$ cat src/rtl/crd_pkg.sv
package crd_pkg;

    localparam logic [1:0] OP_SENSE = 2'd0;
    localparam logic [1:0] OP_READ  = 2'd1;
    localparam logic [1:0] OP_LOAD  = 2'd2;

    typedef enum logic [1:0] {
        X_IDLE  = 2'd0,
        X_WAIT  = 2'd1,
        X_WRITE = 2'd2
    } xfer_st_e;

    typedef enum logic [1:0] {
        S_IDLE  = 2'd0,
        S_PULSE = 2'd1,
        S_GAP   = 2'd2
    } seq_st_e;

    // status word bit numbers, bit 0 is the most significant
    localparam int SW_IRQ  = 0;
    localparam int SW_LAST = 3;
    localparam int SW_BUSY = 14;
    localparam int SW_BNR  = 15;

endpackage

$ cat src/rtl/crd_xfer.sv
module crd_xfer
    import crd_pkg::*;
#(
    parameter int COLS    = 80,
    parameter int COL_W   = 12,
    parameter int WORD_W  = 16,
    parameter int ADDR_W  = 16,
    parameter int LOAD_HI = 4
) (
    input  logic              clk,
    input  logic              rst_n,
    input  logic              start,
    input  logic              start_load,
    input  logic [ADDR_W-1:0] start_addr,
    input  logic              col_valid,
    input  logic [COL_W-1:0]  col_data,
    input  logic              col_last,
    output logic              col_ready,
    output logic              mem_valid,
    output logic [ADDR_W-1:0] mem_addr,
    output logic [WORD_W-1:0] mem_data,
    input  logic              mem_ready,
    output logic              busy,
    output logic              done,
    output logic              done_load,
    output logic              done_last
);
    localparam int CNT_W = $clog2(COLS);
    localparam int PAD_W = WORD_W - COL_W;

    typedef struct packed {
        xfer_st_e          st;
        logic [CNT_W-1:0]  cnt;
        logic [ADDR_W-1:0] addr;
        logic [WORD_W-1:0] data;
        logic              load;
        logic              last;
    } xfer_t;

    xfer_t q, d;

    function automatic logic [WORD_W-1:0] norm_fmt(input logic [COL_W-1:0] c);
        return {c, {PAD_W{1'b0}}};
    endfunction

    function automatic logic [WORD_W-1:0] load_fmt(input logic [COL_W-1:0] c);
        return {c[COL_W-1 -: LOAD_HI], {PAD_W{1'b0}}, c[COL_W-LOAD_HI-1:0]};
    endfunction

    always_comb begin
        d    = q;
        done = 1'b0;
        unique case (q.st)
            X_IDLE: begin
                if (start) begin
                    d.st   = X_WAIT;
                    d.cnt  = '0;
                    d.addr = start_load ? '0 : start_addr;
                    d.load = start_load;
                    d.last = 1'b0;
                end
            end
            X_WAIT: begin
                if (col_valid) begin
                    d.data = q.load ? load_fmt(col_data) : norm_fmt(col_data);
                    d.last = col_last;
                    d.st   = X_WRITE;
                end
            end
            X_WRITE: begin
                if (mem_ready) begin
                    if (q.cnt == CNT_W'(COLS - 1)) begin
                        d.st = X_IDLE;
                        done = 1'b1;
                    end else begin
                        d.cnt  = q.cnt + 1'b1;
                        d.addr = q.addr + 1'b1;
                        d.st   = X_WAIT;
                    end
                end
            end
            default: d.st = X_IDLE;
        endcase
    end

    always_ff @(posedge clk) begin
        if (!rst_n) begin
            q <= '{st: X_IDLE, cnt: '0, addr: '0, data: '0, load: 1'b0, last: 1'b0};
        end else begin
            q <= d;
        end
    end

    assign col_ready = (q.st == X_WAIT);
    assign mem_valid = (q.st == X_WRITE);
    assign mem_addr  = q.addr;
    assign mem_data  = q.data;
    assign busy      = (q.st != X_IDLE);
    assign done_load = q.load;
    assign done_last = q.last;

endmodule

$ cat src/rtl/crd_seq.sv
module crd_seq
    import crd_pkg::*;
#(
    parameter int PLEN_W  = 8,
    parameter int GAP_CYC = 4,
    parameter int N_STEP  = 3
) (
    input  logic              clk,
    input  logic              rst_n,
    input  logic              trig,
    input  logic [PLEN_W-1:0] pulse_len,
    output logic              active,
    output logic [N_STEP-1:0] lines
);
    localparam int GAP_W  = $clog2(GAP_CYC + 1);
    localparam int CNT_W  = (PLEN_W > GAP_W) ? PLEN_W : GAP_W;
    localparam int STEP_W = $clog2(N_STEP);

    typedef struct packed {
        seq_st_e           st;
        logic [STEP_W-1:0] step;
        logic [CNT_W-1:0]  cnt;
        logic [CNT_W-1:0]  len;
    } seq_t;

    seq_t q, d;

    always_comb begin
        d = q;
        unique case (q.st)
            S_IDLE: begin
                if (trig) begin
                    d.st   = S_PULSE;
                    d.step = '0;
                    d.cnt  = '0;
                    d.len  = (pulse_len == '0) ? CNT_W'(1) : CNT_W'(pulse_len);
                end
            end
            S_PULSE: begin
                if (q.cnt == q.len - 1'b1) begin
                    d.cnt = '0;
                    d.st  = (q.step == STEP_W'(N_STEP - 1)) ? S_IDLE : S_GAP;
                end else begin
                    d.cnt = q.cnt + 1'b1;
                end
            end
            S_GAP: begin
                if (q.cnt == CNT_W'(GAP_CYC - 1)) begin
                    d.cnt  = '0;
                    d.step = q.step + 1'b1;
                    d.st   = S_PULSE;
                end else begin
                    d.cnt = q.cnt + 1'b1;
                end
            end
            default: d.st = S_IDLE;
        endcase
    end

    always_ff @(posedge clk) begin
        if (!rst_n) begin
            q <= '{st: S_IDLE, step: '0, cnt: '0, len: '0};
        end else begin
            q <= d;
        end
    end

    assign active = (q.st != S_IDLE);

    for (genvar k = 0; k < N_STEP; k++) begin : g_line
        assign lines[k] = (q.st == S_PULSE) && (q.step == STEP_W'(k));
    end

endmodule

$ cat src/rtl/crd_status.sv
module crd_status
    import crd_pkg::*;
#(
    parameter int WORD_W = 16
) (
    input  logic              clk,
    input  logic              rst_n,
    input  logic              sense,
    input  logic              clr_irq,
    input  logic              done,
    input  logic              done_load,
    input  logic              done_last,
    input  logic              busy,
    input  logic              card_ready,
    output logic              rsp_valid,
    output logic [WORD_W-1:0] rsp_dsw,
    output logic              irq
);
    typedef struct packed {
        logic              irq;
        logic              last;
        logic              rv;
        logic [WORD_W-1:0] rw;
    } stat_t;

    stat_t q, d;
    logic [WORD_W-1:0] word_now;

    always_comb begin
        word_now                       = '0;
        word_now[WORD_W - 1 - SW_IRQ]  = q.irq;
        word_now[WORD_W - 1 - SW_LAST] = q.last;
        word_now[WORD_W - 1 - SW_BUSY] = busy;
        word_now[WORD_W - 1 - SW_BNR]  = busy | ~card_ready;
    end

    always_comb begin
        d    = q;
        d.rv = sense;
        if (sense) begin
            d.rw = word_now;
            if (clr_irq) begin
                d.irq = 1'b0;
            end
        end
        // a completion on the same edge wins over the clear
        if (done) begin
            d.last = done_last;
            if (!done_load) begin
                d.irq = 1'b1;
            end
        end
    end

    always_ff @(posedge clk) begin
        if (!rst_n) begin
            q <= '{irq: 1'b0, last: 1'b0, rv: 1'b0, rw: '0};
        end else begin
            q <= d;
        end
    end

    assign rsp_valid = q.rv;
    assign rsp_dsw   = q.rw;
    assign irq       = q.irq;

endmodule

$ cat src/rtl/card_reader_emu.sv
module card_reader_emu
    import crd_pkg::*;
#(
    parameter int COLS    = 80,
    parameter int COL_W   = 12,
    parameter int WORD_W  = 16,
    parameter int ADDR_W  = 16,
    parameter int PLEN_W  = 8,
    parameter int GAP_CYC = 4
) (
    input  logic              clk,
    input  logic              rst_n,
    input  logic              cmd_valid,
    input  logic [1:0]        cmd_op,
    input  logic              cmd_clr_irq,
    input  logic [ADDR_W-1:0] cmd_addr,
    input  logic              card_ready,
    input  logic [PLEN_W-1:0] cfg_pulse_len,
    output logic              rsp_valid,
    output logic [WORD_W-1:0] rsp_dsw,
    output logic              irq,
    input  logic              col_valid,
    input  logic [COL_W-1:0]  col_data,
    input  logic              col_last,
    output logic              col_ready,
    output logic              mem_valid,
    output logic [ADDR_W-1:0] mem_addr,
    output logic [WORD_W-1:0] mem_data,
    input  logic              mem_ready,
    output logic              con_stop,
    output logic              con_reset,
    output logic              con_start
);
    localparam int N_STEP = 3;

    logic busy, done, done_load, done_last, seq_active;
    logic is_xfer, start, sense;
    logic [N_STEP-1:0] lines;

    assign is_xfer = cmd_valid && ((cmd_op == OP_READ) || (cmd_op == OP_LOAD));
    assign start   = is_xfer && !busy && !seq_active && card_ready;
    assign sense   = cmd_valid && (cmd_op == OP_SENSE);

    crd_xfer #(
        .COLS(COLS), .COL_W(COL_W), .WORD_W(WORD_W), .ADDR_W(ADDR_W), .LOAD_HI(4)
    ) u_xfer (
        .clk(clk), .rst_n(rst_n),
        .start(start), .start_load(cmd_op == OP_LOAD), .start_addr(cmd_addr),
        .col_valid(col_valid), .col_data(col_data), .col_last(col_last),
        .col_ready(col_ready),
        .mem_valid(mem_valid), .mem_addr(mem_addr), .mem_data(mem_data),
        .mem_ready(mem_ready),
        .busy(busy), .done(done), .done_load(done_load), .done_last(done_last)
    );

    crd_status #(.WORD_W(WORD_W)) u_stat (
        .clk(clk), .rst_n(rst_n),
        .sense(sense), .clr_irq(cmd_clr_irq),
        .done(done), .done_load(done_load), .done_last(done_last),
        .busy(busy), .card_ready(card_ready),
        .rsp_valid(rsp_valid), .rsp_dsw(rsp_dsw), .irq(irq)
    );

    crd_seq #(.PLEN_W(PLEN_W), .GAP_CYC(GAP_CYC), .N_STEP(N_STEP)) u_seq (
        .clk(clk), .rst_n(rst_n),
        .trig(done && done_load), .pulse_len(cfg_pulse_len),
        .active(seq_active), .lines(lines)
    );

    assign con_stop  = lines[0];
    assign con_reset = lines[1];
    assign con_start = lines[2];

endmodule

$ cat config.mk
export PLATFORM = sky130hd
export DESIGN_NAME = card_reader_emu
export DESIGN_NICKNAME = d
export VERILOG_FILES = /design/src/rtl/crd_pkg.sv /design/src/rtl/crd_xfer.sv /design/src/rtl/crd_seq.sv /design/src/rtl/crd_status.sv /design/src/rtl/card_reader_emu.sv
export SDC_FILE = /design/constraint.sdc
export NUM_CORES = 1
export LEC_CHECK = 0
export BUFFER_PORTS_ARGS = -buffer_cell sky130_fd_sc_hd__buf_4
export CAP_MARGIN = 5
export CORE_MARGIN = 8
export CORE_UTILIZATION = 55
export CTS_BUF_LIST = sky130_fd_sc_hd__clkbuf_4
export CTS_CLUSTER_SIZE = 40
export DETAILED_ROUTE_END_ITERATION = 16
export GPL_TIMING_DRIVEN = 1
export MAX_ROUTING_LAYER = met4
export PLACE_DENSITY = 0.82
export SETUP_SLACK_MARGIN = 0.3
export SYNTH_ARGS = -nofsm -noshare
export SYNTH_HDL_FRONTEND = slang
export SYNTH_SLANG_ARGS = --single-unit
$ cat constraint.sdc
create_clock -name clk -period 3 [get_ports clk]
set_clock_uncertainty 0.15 [all_clocks]
set_input_delay 0.3 -clock clk [delete_from_list [all_inputs] [get_ports clk]]
set_output_delay 0.3 -clock clk [all_outputs]
set_load 0.01 [all_outputs]
## Word level (Yosys, flattened, before mapping)

Cells that the tools add are included.

| word-level totals | value |
|---|---|
| bits of input ports | 46 |
| word-level logic and storage cells | 100 |
| output and inout port bits | 55 |
| bits in registers | 70 |

| operators by class | value |
|---|---|
| add/sub/neg operators | 5 |
| reduce and logical (&&, ||, !) cells | 32 |
| equality and inequality tests | 18 |
| bitwise operators | 2 |
| multiplexer cells | 29 |

Operators with widths:

| operator | count |
|---|---|
| 2-to-1 mux 25 bit | 2 |
| case mux 23 bit (2 select lines) | 1 |
| 2-to-1 mux 8 bit | 3 |
| case mux 8 bit (3 select lines) | 1 |
| 2-to-1 mux 23 bit | 1 |
| 2-to-1 mux 20 bit | 1 |
| adder 16 x 1 -> 16 bit (second input constant) | 1 |
| 2-to-1 mux 16 bit | 1 |
| 2-to-1 mux 12 bit | 1 |
| case mux 2 bit (3 select lines) | 2 |
| AND reduction 3 bit | 4 |
| nonzero test 2 bit | 5 |
| logical AND 1 bit | 9 |
| 2-to-1 mux 1 bit | 9 |
| adder 8 x 1 -> 8 bit (second input constant) | 1 |
| equality test 2 x 1 -> 1 bit (second input constant) | 4 |
| equality test 2 bit (second input constant) | 4 |
| equality test 8 x 2 -> 1 bit (second input constant) | 1 |
| equality test 8 bit | 1 |
| logical NOT 2 bit | 4 |
| logical NOT 8 bit | 1 |
| 2-to-1 mux 2 bit | 4 |
| inequality test 2 x 1 -> 1 bit (second input constant) | 4 |
| AND reduction 2 bit | 4 |
| 14 further kinds | 17 |

## Logic depth before layout (Yosys ltp)

Gate-level depths: netlist (run 1).

| logic depth | value |
|---|---|
| word-level depth | 8 |
| gate-level depth with buffers | 10 |
| mapped depth without buffers | 9 |

## Hierarchy

From an unflattened synthesis (run 1), not the netlist that was laid out.

| second synthesis, totals | value |
|---|---|
| cells, all modules | 534 |
| area, all modules | 4237.8 µm² |

By module, submodules not included:

| module | area each (µm²) | sequential area each (µm²) | times used | cells an instance |
|---|---|---|---|---|
| crd_xfer | 2462.4 | 860.8 | 1 | 318 |
| crd_seq | 1335.0 | 400.4 | 1 | 168 |
| crd_status | 382.9 | 140.1 | 1 | 40 |
| card_reader_emu | 57.6 | 0.0 | 1 | 8 |

## Least setup slack after synthesis (run 1)

Ideal clock, no wire load.

| timing path | value |
|---|---|
| path type | register to register |
| start | register u_seq.q[0] in the netlist's numbering |
| end | register u_seq.q[11] in the netlist's numbering |
| library setup time | 0.114 ns |
| required time | 2.736 ns |
| path buffers | 1 |
| setup slack | 0.591 ns |
| data arrival time | 2.145 ns |
| cell stages (with the launch flop) | 11 |
| period minus slack after synthesis | 2.409 ns |
| cells stage by stage | dfxtp_1 -> inv_1 -> ha_1 -> buf_2 -> or3b_2 -> a211oi_1 -> nand3_1 -> nand3b_4 -> o2111ai_4 -> o21ai_1 -> a21o_1 |

| between the ends | value |
|---|---|
| cells in the longest elaborated chain, start to end | 4 |

RTL lines:

| what | line | RTL |
|---|---|---|
| start, declared | crd_seq.sv:26 | `seq_t q, d;` |
| start signal, assigned | crd_seq.sv:62 | `q <= '{st: S_IDLE, step: '0, cnt: '0, len: '0};` |
| subtractor 8 x 1 -> 8 bit | crd_seq.sv:40 | `if (q.cnt == q.len - 1'b1) begin` |
| equality test 8 bit | crd_seq.sv:40 |  |
| 2-to-1 mux 8 bit | crd_seq.sv:40 |  |
| case mux 8 bit (3 select lines) | crd_seq.sv:30 | `unique case (q.st)` |

Every way passes these cells.
A chain may end at the register's enable or synchronous reset.

## Worst setup path in the final report (run 1)

Ends and elaborated chain as after synthesis.

==> results of run 1 <==
-- stage by stage --
stage	hold slack, ps	instance area, sq um	util, %
3_3_place_gp	291	4410	61.4
6_report	24.9	4790	66.8
4_1_cts	2.60	4760	66.3
3_5_place_dp	297	4410	61.4
5_1_grt	1.64	4790	66.8
2_1_floorplan	281	4060	-
-- worst min-delay path, delay by kind of cell --
kind / cells / cell delay (ps)
buffers and inverters: 1 / 110
AO/OA/AOI/OAI: 1 / 50
AND/OR/NAND/NOR: 2 / 130
-- metal layers --
layer	share of wire (%)	global-route usage [%]
met4	1.8	7.22
met3	5.7	4.95
met1	44	23.3
met2	48	32.1
met5	0	-
-- layout make-up --
type | instances | area (sq um)
Multi-Input combinational cell | 358 | 2160
Inverter | 15 | 56.3
Clock inverter | 7 | 61.3
Tap cell | 99 | 124
Sequential cell | 70 | 1400
Clock buffer | 9 | 67.6
Fill cell | 586 | 2380
Timing Repair Buffer | 116 | 923
-- final timing paths --
kind / start / slack, ps / depth (start not counted) / endpoint
worst max-delay path: u_seq.q[0] / 370 / 10 / u_seq.q[11]
worst min-delay path: cmd_clr_irq / 20 / 4 / u_stat.irq
worst max register to register: u_seq.q[0] / 370 / 10 / u_seq.q[11]
worst min register to register: u_xfer.mem_data[2] / 320 / 2 / u_xfer.mem_data[2]
-- cells by family (layout without fill, tap and decap cells) --
logic type | Yosys count | count (layout)
multiplexers | 6 | 6
XOR/XNOR | 17 | 17
buffers and inverters | 87 | 147
other | 1 | 12
adder cells (fa/ha/maj) | 13 | 13
flip-flops | 70 | 70
AO/OA/AOI/OAI | 115 | 115
AND/OR/NAND/NOR | 195 | 195
-- sequential cells by signal (all words and copies together), names as in the netlist, 4 cells and up --
register         flops
u_seq.q             20
u_xfer.mem_addr     16
u_xfer.mem_data     16
u_stat.rsp_dsw       4
u_xfer.q             9
-- report_power, final --
| part | internal [W] | total [W] | switching [W] |
|---|---|---|---|
| Clock | 0.000185 | 0.000580 | 0.000395 |
| Combinational | 0.000131 | 0.000269 | 0.000138 |
| Sequential | 0.000952 | 0.000976 | 0.0000238 |
| Total | 0.00127 | 0.00182 | 0.000556 |
-- placed cells by master, fill, tap and decap left out, types with 3 or more instances in the layout --
master         instances
a211oi_1               9
a21o_1                 4
a21oi_1               49
a22oi_1                4
and2_1                 8
and3_1                14
buf_4                 93
clkbuf_4               9
conb_1                12
dfxtp_1               70
dlygate4sd3_1         22
ha_1                  12
inv_1                 13
inv_6                  3
mux2i_1                6
nand2_1               62
nand2b_1               6
nand3_1               18
nand3b_1               4
nand4_1                4
nor2_1                42
nor2b_1                3
nor3_1                12
nor3b_1                4
o21ai_0               16
o21ai_1                4
o31ai_1                4
xnor2_1                7
xor2_1                10
-- timing repair --
item	CTS	global route
hold endpoints to repair	22	0
endpoints found under the setup margin	0	8
hold buffers	22	0
setup buffers	0	3
resized for setup	0	3
==> impl_metrics.json, run 1 <==
{
  "synth_top_family_by_area": "simple AND/OR/NAND/NOR gates",
  "peakVddDrop_v": 0.000245,
  "synth_edf_count": 0,
  "ys_ff_latch": 70,
  "wirelength_mm": 10.0,
  "numClockSinks": 70,
  "fin_tns_setup_ps": 0,
  "slew_viol_final": 0,
  "dr.pass1.iters": 4,
  "cp_top_family": "simple AND/OR/NAND/NOR gates",
  "hold_violations": 0,
  "synthArstFlopShare_pct": 0,
  "path_buf_inv": 2,
  "drc": 0,
  "io_pins": 101,
  "drive_gt1_share_pct": 21.9,
  "ys_seq_area_share_pct": 34.9,
  "synthAdderAreaFrac_pct": 4.05,
  "rsz0062_at_grt": "false",
  "synthTopCellsByArea": "dfxtp_1, buf_4, a21oi_1",
  "p_total_w": 0.00182,
  "track_usage_pct": 19.8,
  "drtIter0Drc": 155,
  "yosysTopAreaCell": "dfxtp_1",
  "worstPathCellList": "inv_1, ha_4, or3b_2, a211oi_2, nand3_1, nand3b_4, o2111ai_4, buf_4, o21ai_1, a21o_1",
  "hold_class": "primary input to flip-flop",
  "placed_cells": 633,
  "synth.area.mux_share_pct": 1.50,
  "final_cells": 674,
  "cts_buffers": 9,
  "yosysWarnings": 0,
  "grt_pass1_vias": 3526,
  "p_leak_nw": 2.00,
  "overflow": 0,
  "cts.path.max_buffers": 2,
  "wl_per_cell_um": 14.8,
  "die_area_sq_um": 10300,
  "slew_headroom_pct": 43.4,
  "synth_compound_area_share_pct": 18.4,
  "drtAntennaViolNets": 0,
  "die_h_um": 101,
  "cts_tree": "done",
  "synth-simple-area-share_pct": 24.6,
  "critPathMaxStageDelay_ps": 490,
  "finalCriticalPeriod_ps": 2630,
  "start_util_pct": 56.0,
  "path_class": "flip-flop to flip-flop",
  "area.growth.synth_to_final_pct": 19.4,
  "fmax_mhz": 380,
  "routed_via_density": 5.41,
  "synth-xor-area-share_pct": 3.71,
  "required_ps": 3190,
  "syn_avg_cell_area_sq_um": 7.97,
  "post-route-period-util_pct": 87.6,
  "dp_slack_ps": 331,
  "core-area_sq_um": 7180,
  "tightest_slew_ps": 843,
  "crit_fanout": 8,
  "io_buffers": 88,
  "core.rowCount": 31,
  "synth_commonest_cells": "dfxtp_1, nand2_1, a21oi_1",
  "clk_pin_slew_ps": 150,
  "htree_levels": 3,
  "cts-root-buf": "clkbuf_4",
  "setup_viol": 0,
  "yosysUniqueCellTypes": 61,
  "grt_first_pass_wirelength_mm": 16.0,
  "synthCells": 504,
  "synthesis.area_sq_um": 4020,
  "crit_arrival_ps": 2810,
  "synthFlopType": "dfxtp_1",
  "gp_congestion": 0.824,
  "antenna_found_initial": 0,
  "cap_viol_max_count": 0,
  "nets": 629,
  "status": "finished clean",
  "clock_latency_ps": 430,
  "start_kind": "flip-flop",
  "die_w_um": 101,
  "synth_top_area_share_pct": 34.9,
  "powerDensity_nw_per_um2": 381,
  "route.vias.total": 3647,
  "hpwl_mm": 7.06,
  "end_kind": "flip-flop",
  "grt_max_degree": 30,
  "critPathSlowestCell": "or3b_2",
  "n_antenna_cell": 0,
  "yosys.cell_count.top_type": "dfxtp_1",
  "fin_ws_ps": 372
}
No activity file was read; power rests on OpenSTA's default activity.
==> run 2: changes to the inputs <==
- PLACE_DENSITY: 0.82 -> default
- PLACE_DENSITY_LB_ADDON: default -> 0.25
==> impl_metrics.json, run 2 (same netlist as run 1, synthesis figures left out) <==
{
  "n_antenna_cell": 0,
  "hold_class": "primary input to flip-flop",
  "peakVddDrop_v": 0.000256,
  "drc": 0,
  "setup_viol": 0,
  "drtIter0Drc": 142,
  "core-area_sq_um": 7180,
  "area.growth.synth_to_final_pct": 19.7,
  "crit_arrival_ps": 2680,
  "holdPathStages": 3,
  "required_ps": 3160,
  "overflow": 0,
  "worstHoldStart": "cmd_addr[8]",
  "path_class": "flip-flop to flip-flop",
  "die_w_um": 101,
  "worstPathCellList": "inv_1, ha_4, or3b_2, a211oi_1, nand3_1, nand3b_4, o2111ai_4, or2_4, o31ai_1",
  "route.vias.total": 3638,
  "drive_gt1_share_pct": 21.6,
  "hold_slack_ps": 38.4,
  "wl_per_cell_um": 14.7,
  "tightest_slew_ps": 791,
  "largest_reg_flops": 20,
  "slew_viol_final": 0,
  "die_h_um": 101,
  "slew_headroom_pct": 47.1,
  "antenna_found_initial": 0,
  "dr.pass1.iters": 4,
  "rsz0062_at_grt": "false",
  "grt_pass1_vias": 3545,
  "cts_tree": "done",
  "final_cell_mix": "buf_4, dfxtp_1, nand2_1, a21oi_1, nor2_1",
  "start_kind": "flip-flop",
  "dp_slack_ps": 350,
  "grt_max_degree": 37,
  "htree_levels": 3,
  "end_kind": "flip-flop",
  "nets": 628,
  "numClockSinks": 70,
  "r2r_end": "u_seq.q[14]",
  "core.rowCount": 31,
  "finalCriticalPeriod_ps": 2520,
  "final_common_cell": "buf_4",
  "fin_util_pct": 67.0,
  "reg2reg_from": "u_seq.q[0]",
  "fmax_mhz": 396,
  "io_buffers": 88,
  "post-route-period-util_pct": 84.1,
  "routed_via_density": 5.41,
  "hold_violations": 0,
  "critPathSlowestCell": "or3b_2",
  "cap_viol_max_count": 0,
  "fin_ws_ps": 477,
  "die_area_sq_um": 10300,
  "top_register": "u_seq.q",
  "clock_latency_ps": 420,
  "cts.path.max_buffers": 2,
  "reg2reg_slack_ps": 480,
  "cp-startpoint": "u_seq.q[0]",
  "critPathMaxStageDelay_ps": 450,
  "gp_congestion": 0.815,
  "fillers": 632,
  "track_usage_pct": 19.8,
  "status": "finished clean",
  "hpwl_mm": 7.08,
  "wirelength_mm": 9.92,
  "clk_pin_slew_ps": 140,
  "cts-root-buf": "clkbuf_4",
  "grt_first_pass_wirelength_mm": 16.3,
  "fin_tns_setup_ps": 0,
  "r2r_cells": 9,
  "crit_fanout": 8,
  "drtAntennaViolNets": 0,
  "start_util_pct": 56.0,
  "powerDensity_nw_per_um2": 381,
  "cts_buffers": 9,
  "io_pins": 101,
  "p_leak_nw": 2.00,
  "hold_path_end": "u_xfer.mem_addr[8]"
}
-- run 2: worst max-delay path by stage --
stage                        to  cells after the start  slack (ps)
floorplan           u_seq.q[11]                     10         590
global placement    u_seq.q[14]                      9         440
detailed placement  u_seq.q[14]                      9         350
CTS                 u_seq.q[14]                      9         340
global route        u_seq.q[13]                      9         320
finish              u_seq.q[14]                      9         480
-- run 2: repair_timing --
| action | CTS | global route |
|---|---|---|
| hold buffers | 22 | 0 |
| resized for setup | 0 | 2 |
| endpoints found under the setup margin | 0 | 8 |
| hold endpoints to repair | 22 | 0 |
| buffers inserted | 0 | 0 |
-- run 2: final cells by class --
cell class	instances	area (sq um)	share of cell area, %
multi-input cells	359	2170	45.1
flip-flops and latches	70	1400	29.2
repair buffers	114	923	19.2
well taps	99	124	2.58
clock buffers	9	67.6	1.41
clock inverters	7	63.8	1.33
inverters	15	56.3	1.17
-- run 2: power by group --
part | total, W | internal (W) | switching, W
logic | 0.000275 | 0.000134 | 0.000141
registers | 0.000976 | 0.000952 | 0.0000241
clock network | 0.000582 | 0.000188 | 0.000394
total | 0.00183 | 0.00127 | 0.000559
-- run 2: through the flow --
| stage | instance area [sq um] | total power (W) | cells |
|---|---|---|---|
| after floorplan | 4060 | 0.00116 | 515 |
| after global placement | 4430 | 0.00124 | 634 |
| after detailed placement | 4430 | 0.00124 | 634 |
| after CTS | 4780 | 0.00184 | 672 |
| after global routing | 4810 | 0.00192 | 673 |
| final | 4810 | 0.00183 | 673 |
-- run 2: worst max-delay path, delay by kind of cell (launching register included) --
family	cells	cell delay, ps
AOI/OAI and AO/OA	3	600
adders and majority gates	1	200
buffers and inverters	1	140
DFF	1	390
and+or+nand+nor	4	950
-- run 2: per-layer routing --
metal	vias up	global-route usage [%]	share of wire, %
met4	0	7.67	1.6
met5	-	-	0
li1	1831	-	-
met1	1682	23.5	44
met2	110	32.3	49
met3	15	3.99	5.3
==> run 3: changes to the inputs <==
- ABC_AREA: default -> 1
- CORE_UTILIZATION: 55 -> 51
- clock period: 3 -> 2.11 ns (I/O delays scaled with it)
==> impl_metrics.json, run 3 <==
{
  "status": "finished clean",
  "final_cells": 869,
  "synth_top_area_share_pct": 32.6,
  "synth_edf_count": 0,
  "drtIter0Drc": 213,
  "io_pins": 101,
  "track_usage_pct": 20.5,
  "post-route-period-util_pct": 95.3,
  "n_antenna_cell": 0,
  "synthCells": 642,
  "slew_viol_final": 0,
  "fmax_mhz": 497,
  "area.growth.synth_to_final_pct": 40.7,
  "fillers": 614,
  "finalCriticalPeriod_ps": 2010,
  "crit_top_cell": "nor2_1",
  "cts-root-buf": "clkbuf_4",
  "synthFlopType": "dfxtp_1",
  "slew_headroom_pct": 59.6,
  "clock_latency_ps": 430,
  "start_kind": "flip-flop",
  "die_area_sq_um": 11600,
  "largest_reg_flops": 20,
  "yosysWarnings": 0,
  "io_buffers": 88,
  "synthesis.area_sq_um": 4300,
  "required_ps": 2270,
  "start_util_pct": 52.4,
  "grt_first_pass_wirelength_mm": 19.4,
  "multiInputGateArea_sq_um": 2670,
  "core-area_sq_um": 8220,
  "tightest_slew_ps": 604,
  "final_common_cell": "nand2_1",
  "crit_arrival_ps": 2170,
  "fin_util_pct": 73.6,
  "setup_viol": 0,
  "cts_buffers": 9,
  "powerDensity_nw_per_um2": 646,
  "drtAntennaViolNets": 0,
  "fin_tns_setup_ps": 0,
  "routed_via_density": 5.20,
  "yosysUniqueCellTypes": 41,
  "worstPathCellList": "buf_4, nor2_4, inv_2, nor2_1, a211oi_4, buf_6, buf_12, nand2_8, buf_8, inv_8, o21ai_1, nor2_1",
  "overflow": 0,
  "placed_cells": 788,
  "final_cell_mix": "nand2_1, buf_4, dfxtp_1, nor2_1, inv_1",
  "cp_top_family": "buffers and inverters",
  "cap_viol_max_count": 0,
  "crit_fanout": 5,
  "cts_tree": "done",
  "ys_seq_area_share_pct": 32.6,
  "yosysTopAreaCell": "dfxtp_1",
  "htree_levels": 3,
  "critPathMaxStageDelay_ps": 360,
  "drive_gt1_share_pct": 33.9,
  "synthArstFlopShare_pct": 0,
  "nets": 818,
  "grt_max_degree": 30,
  "seq_area_sq_um": 1420,
  "path_buf_inv": 6,
  "end_kind": "flip-flop",
  "ys_ff_latch": 70,
  "hold_violations": 0,
  "antenna_found_initial": 0,
  "yosys.cell_count.top_type": "nand2_1",
  "drc": 0,
  "critPathSlowestCell": "dfxtp_4",
  "die_h_um": 108,
  "wl_per_cell_um": 14.4,
  "p_leak_nw": 2.63,
  "path_class": "flip-flop to flip-flop",
  "top_register": "u_seq.q",
  "die_w_um": 108,
  "synthTopCellsByArea": "dfxtp_1, nand2_1, buf_4",
  "wirelength_mm": 12.5,
  "stdcell_area_sq_um": 6050,
  "cts.path.max_buffers": 2,
  "synth_commonest_cells": "nand2_1, dfxtp_1, nor2_1",
  "numClockSinks": 70,
  "place_area_sq_um": 4800,
  "route.vias.total": 4518,
  "hpwl_mm": 7.52,
  "rsz0062_at_grt": "true",
  "dr.pass1.iters": 5,
  "syn_avg_cell_area_sq_um": 6.70,
  "gp_congestion": 0.826,
  "peakVddDrop_v": 0.000353,
  "hold_class": "primary input to flip-flop",
  "core.rowCount": 33,
  "clk_pin_slew_ps": 120,
  "grt_pass1_vias": 4184
}
==> run 3: timing repair <==
item / CTS / global route
hold buffers: 27 / 0
cloned: 5 / 1
endpoints found under the setup margin: 44 / 49
hold endpoints to repair: 29 / 0
pin swaps: 15 / 27
setup buffers: 18 / 14
resized for setup: 58 / 70
==> run 3: tightest hold or removal path, stage by stage <==
cell and delay (ps):
buf_4 80, a31oi_1 80, nand2_1 50, o21ai_1 50, nor2_1 80
==> run 3: cell families (layout without fill, tap and decap cells) <==
logic type / Yosys count / in the layout / share of synthesized area [%]
buf+inv: 135 / 245 / 16.6
other cells: 1 / 12 / 0.0872
xor+xnor: 9 / 9 / 1.83
flops: 70 / 70 / 32.6
fa+ha+maj: 13 / 13 / 3.78
simple gates: 301 / 302 / 31.2
compound gates: 113 / 113 / 14.0
==> run 3: worst paths after layout <==
path,start,endpoint,slack [ps],cells past startpoint
max,u_xfer.q[41],u_xfer.mem_addr[0],100,12
min,cmd_addr[0],u_xfer.mem_addr[0],6,5
max reg2reg,u_xfer.q[41],u_xfer.mem_addr[0],100,12
min reg2reg,u_xfer.done_last,u_stat.q[17],310,2
==> run 3: final cells by class <==
class / instances / area share, %
clock buffer: 10 / 1.24
tap: 105 / 2.17
sequential: 70 / 23.5
multi-input combinational: 449 / 44.1
clock inverter: 6 / 1.41
inverter: 66 / 4.43
timing repair inverter: 2 / 0.455
timing repair buffer: 161 / 22.7
==> run 3: routing by layer <==
metal  up-vias  global-route usage (%)  wire length (um)
met5         -                       -                 0
met4         0                    8.42               257
met3        27                    4.07               736
met1      2083                    24.2              5310
met2       153                    33.4              6220
li1       2255                       -                 -
==> run 3: report_power, final <==
group          total [W]  internal (W)  leakage, nW  switching [W]
combinational    0.00141      0.000634         1.97       0.000773
sequential       0.00149       0.00141        0.572      0.0000816
clock            0.00101      0.000492       0.0844       0.000516
total            0.00391       0.00254         2.63        0.00137
==> run 3: metrics by stage <==
stage | power (W) | hold slack (ps) | setup WS (ps)
2_1_floorplan | 0.00218 | 204 | 255
3_3_place_gp | 0.00237 | 291 | 139
3_5_place_dp | 0.00240 | 292 | 92.2
4_1_cts | 0.00368 | 1.96 | 202
5_1_grt | 0.00411 | 4.54 | -7.25
6_report | 0.00391 | 6.14 | 98.2
